===== src/rtl/mdio_cmd_ctrl.sv =====
module mdio_cmd_ctrl #(
  parameter int CLK_HALF = 25
) (
  input  logic        clk,
  input  logic        rst_n,
  input  logic        reg_wr,
  input  logic [31:0] reg_wdata,
  output logic [31:0] reg_rdata,
  output logic        mdc,
  output logic        mdio_o,
  output logic        mdio_oe,
  input  logic        mdio_i
);

  localparam int              CW        = $clog2(CLK_HALF + 1);
  localparam logic [CW-1:0]   CNT_LAST  = CW'(CLK_HALF - 1);
  localparam logic [5:0]      BIT_HDR   = 6'd32;
  localparam logic [5:0]      BIT_TA    = 6'd46;
  localparam logic [5:0]      BIT_DATA  = 6'd48;
  localparam logic [5:0]      BIT_LAST  = 6'd63;

  logic [31:0]   cmd;
  logic [5:0]    idx;
  logic [CW-1:0] cnt;
  logic [31:0]   sh;
  logic [15:0]   rd;
  logic          mdc_q;

  wire busy  = cmd[31];
  wire is_rd = cmd[30];
  wire tick  = busy && (cnt == CNT_LAST);

  wire w_rd = reg_wdata[30];
  wire [31:0] hdr = {2'b01,
                     w_rd ? 2'b10 : 2'b01,
                     reg_wdata[25:21],
                     reg_wdata[20:16],
                     w_rd ? 2'b00 : 2'b10,
                     w_rd ? 16'h0000 : reg_wdata[15:0]};

  always_ff @(posedge clk or negedge rst_n) begin
    if (!rst_n) begin
      cmd   <= '0;
      idx   <= '0;
      cnt   <= '0;
      sh    <= '0;
      rd    <= '0;
      mdc_q <= 1'b0;
    end else if (!busy) begin
      if (reg_wr) begin
        cmd   <= reg_wdata;
        idx   <= '0;
        cnt   <= '0;
        mdc_q <= 1'b0;
        sh    <= hdr;
      end
    end else begin
      cnt <= tick ? '0 : cnt + 1'b1;
      if (tick) begin
        if (!mdc_q) begin
          mdc_q <= 1'b1;
          if (is_rd && idx >= BIT_DATA)
            rd <= {rd[14:0], mdio_i};
        end else begin
          mdc_q <= 1'b0;
          if (idx == BIT_LAST) begin
            cmd[31] <= 1'b0;
            if (is_rd)
              cmd[15:0] <= rd;
          end else begin
            idx <= idx + 1'b1;
            if (idx >= BIT_HDR)
              sh <= {sh[30:0], 1'b0};
          end
        end
      end
    end
  end

  assign reg_rdata = cmd;
  assign mdc       = mdc_q;
  assign mdio_oe   = busy && (!is_rd || idx < BIT_TA);
  assign mdio_o    = mdio_oe && ((idx < BIT_HDR) || sh[31]);

endmodule


===== config.mk =====
export PLATFORM = sky130hd
export DESIGN_NAME = mdio_cmd_ctrl
export DESIGN_NICKNAME = d
export VERILOG_FILES = /design/src/rtl/mdio_cmd_ctrl.sv
export SDC_FILE = /design/constraint.sdc
export NUM_CORES = 1
export LEC_CHECK = 0
export BUFFER_PORTS_ARGS = -buffer_cell sky130_fd_sc_hd__clkbuf_2
export CORE_MARGIN = 2
export CORE_UTILIZATION = 57
export DETAILED_ROUTE_END_ITERATION = 12
export PLACE_DENSITY_LB_ADDON = 0.3
export SLEW_MARGIN = 25
export SYNTH_ARGS = -nofsm -noshare
export SYNTH_HDL_FRONTEND = slang
export SYNTH_SLANG_ARGS = --single-unit

===== constraint.sdc =====
create_clock -name clk -period 4.3 [get_ports clk]
set_input_delay 0.86 -clock clk [delete_from_list [all_inputs] [get_ports clk]]
set_output_delay 0.86 -clock clk [all_outputs]
set_load 0.01 [all_outputs]

==> impl_metrics.tcl <==
set metrics [dict create \
    path_cells "inv_1 -> a31oi_1 -> clkbuf_2" \
    r2r_cells 5 \
    use_met1_pct 29.0 \
    power_density_nw_per_um2 517 \
    cts-root-buf "clkbuf_8" \
    start_util_pct 58.3 \
    worstPathRequired_ns 3.44 \
    die_h_um 89.7 \
    relSlewSlack_pct 40.4 \
    layout.nets 446 \
    ir_drop_uv 299 \
    clockBufferDepth 2 \
    area_growth_pct 13.6 \
    die_area_sq_um 8050 \
    hold_class "reg -> reg" \
    place_area_sq_um 4570 \
    grt_max_degree 73 \
    maxCapViolations 0 \
    crit_path_end_kind "primary output" \
    num_antenna_cells 0 \
    core_area_sq_um 7180 \
    synthesis.nets 383 \
    yosys.area_share.adder_pct 0.897 \
    grt_first_pass_wirelength_um 13700 \
    synth-compound-area-share_pct 15.7 \
    tightestPinTransition_ns 0.894 \
    synth_top_area_share_pct 55.0 \
    ys_ff_latch 92 \
    antenna_found_initial 0 \
    dr.pass1.iters 4 \
    async_reset_ff_share_pct 100 \
    avgSynthCellArea_sq_um 12.2 \
    synth_edf_count 0 \
    post_cts_buffers 0 \
    ys_warn_count 0 \
    tns_ns 0 \
    drtAntennaViolNets 0 \
    path_delay_family "flip-flops" \
    post-synth-top-count-cell "dfrtp_1" \
    place.gp.congestion 0.764 \
    drive_gt1_share_pct 35.9 \
    max_clock_freq_mhz 356 \
    port_buffers 70 \
    r2r-start "reg_rdata[31]" \
    worstPathArrival_ns 1.95 \
    ys_top_cells_by_area "dfrtp_1 55%, mux2_2 13%, a22o_1 4.4%" \
    layout_min_cycle_time_ns 2.81 \
    synth_top_family_by_area "compound AO/OA/AOI/OAI gates" \
    setup_viol 0 \
    fin_crit_sh_pct 65.2 \
    top_usage_layer "met2" \
    synth_xor_area_share_pct 1.05 \
    clock_sink_count 92 \
    netlist_area_sq_um 4190 \
    cp-start-kind "register" \
    rsz0062_at_grt "no" \
    crit_buf_inv 2 \
    post-dp-hpwl_um 5420 \
    crit_type "reg -> out" \
    synthMuxAreaShare_pct 15.5 \
    viasPerCell 5.62 \
    wirelength_um 7960 \
    dp_cells 494 \
    yosysTopAreaCell "dfrtp_1" \
    vias 2874 \
    synthTopCellsByCount "92 x dfrtp_1, 47 x mux2_2, 40 x nand2_1, 28 x o21ai_0, 21 x a22o_1" \
    grt_use_met3_pct 3.77 \
    grt_overflow 0 \
    synth_cell_type_count 47 \
    boundaryPins 71 \
    clk_latency_ns 0.35 \
    h-tree-depth 3 \
    fin_hold_ws_ns 0.486 \
    synth_flop_cell "dfrtp_1" \
    row_count 31 \
    hold_buffers 0 \
    use_met2_pct 32.3 \
    grt_pass1_vias 2920 \
    cpPeakStageDelay_ns 0.96 \
    finalInstanceArea_sq_um 4760 \
    synth-simple-area-share_pct 8.37 \
    p_leak_nw 2.36 \
    skew_ns 0.0114 \
    grt_usage_pct 20.6 \
    die_x_um 89.7 \
    wire_per_inst_um 15.6 \
    regToRegEndpoint "sh[5]" \
    hp-start "sh[23]" \
    finalHoldViolations 0 \
    fin_cells 511 \
    drc 0 \
    synth_cells 344 \
    crit_fanout 49 \
    whs_endpoint "sh[23]" \
    numCtsBuffers 9 \
    cts_resized 0 \
    hold_path_depth 2 \
    status "complete, no violations" \
    ys_seq_area_share_pct 55.0 \
    crit_path_top_delay_cell "dfrtp_2" \
    clk_pin_slew_worst_paths_ns 0.09 \
    first_iter_violations 168 \
    r2r_slack_ns 1.81 \
    slew_violations 0 \
    cts_tree "done" \
]
cells by family after synthesis:
logic type,count (synthesis)
AOI/OAI and AO/OA,90
xor gates and xnor gates,5
adders and majority gates,3
buffers and inverters,27
DFF,92
muxes,59
and+or+nand+nor,68
routing by layer:
| layer | routed length (um) | share of wire [%] | vias to the layer above |
|---|---|---|---|
| met1 | 3710 | 47 | 1415 |
| li1 | - | - | 1380 |
| met5 | 0 | 0 | - |
| met3 | 366 | 4.6 | 6 |
| met2 | 3820 | 48 | 73 |
| met4 | 58 | 0.73 | 0 |
registers in the layout, indices dropped and copies added (netlist names):
| name | cells |
|---|---|
| sh | 32 |
| idx | 6 |
| rd | 16 |
| reg_rdata | 32 |
| cnt | 5 |
| mdc | 1 |
metrics by stage:
| stage | setup WS [ns] | utilization (%) | total power, mW |
|---|---|---|---|
| floorplan | 2.10 | - | 1.72 |
| global placement | 1.80 | 63.7 | 1.91 |
| detailed placement | 1.77 | 63.7 | 1.95 |
| CTS | 1.48 | 66.2 | 2.48 |
| global route | 1.32 | 66.3 | 2.62 |
| finish | 1.49 | 66.3 | 2.46 |
how the worst max path moves through the flow:
stage | start | end | slack, ns | cells after the start
floorplan | reg_rdata[31] | mdio_oe | 2.10 | 4
CTS | reg_rdata[31] | mdio_oe | 1.48 | 3
global placement | reg_wr | sh[30] | 1.80 | 7
finish | reg_rdata[31] | mdio_oe | 1.49 | 3
detailed placement | reg_wr | sh[18] | 1.77 | 7
global route | reg_rdata[31] | mdio_oe | 1.32 | 3
cell type report:
type                       instances  area (sq um)
timing repair buffer              75           390
clock buffer                      11           141
inverter                           4          15.0
sequential                        92          2300
multi-input combinational        225          1750
tap                               99           124
clock inverter                     5          35.0
fill                             548          2420
power breakdown:
part           leakage (nW)  switching, mW  internal, mW
logic                  1.06          0.311         0.318
registers              1.21          0.189          1.11
clock network        0.0901          0.303         0.229
worst min-delay path, cell delays in order, from the launching register on:
cell and delay, ns:
dfrtp_1 0.35, nand2_1 0.04, o21ai_0 0.06
placed cells by master, fill, tap and decap left out, types with 3 or more instances in the layout:
master	instances
clkbuf_2	69
inv_1	4
o21ai_0	28
nand3_1	8
buf_4	6
a22o_1	21
a22oi_1	13
xnor2_1	5
o21ai_1	5
mux2i_1	12
o31ai_1	3
nor2_1	5
dfrtp_1	91
a21oi_1	5
nand2_1	40
ha_1	3
mux2_2	47
clkbuf_8	10
No activity file was read; power rests on OpenSTA's default activity.
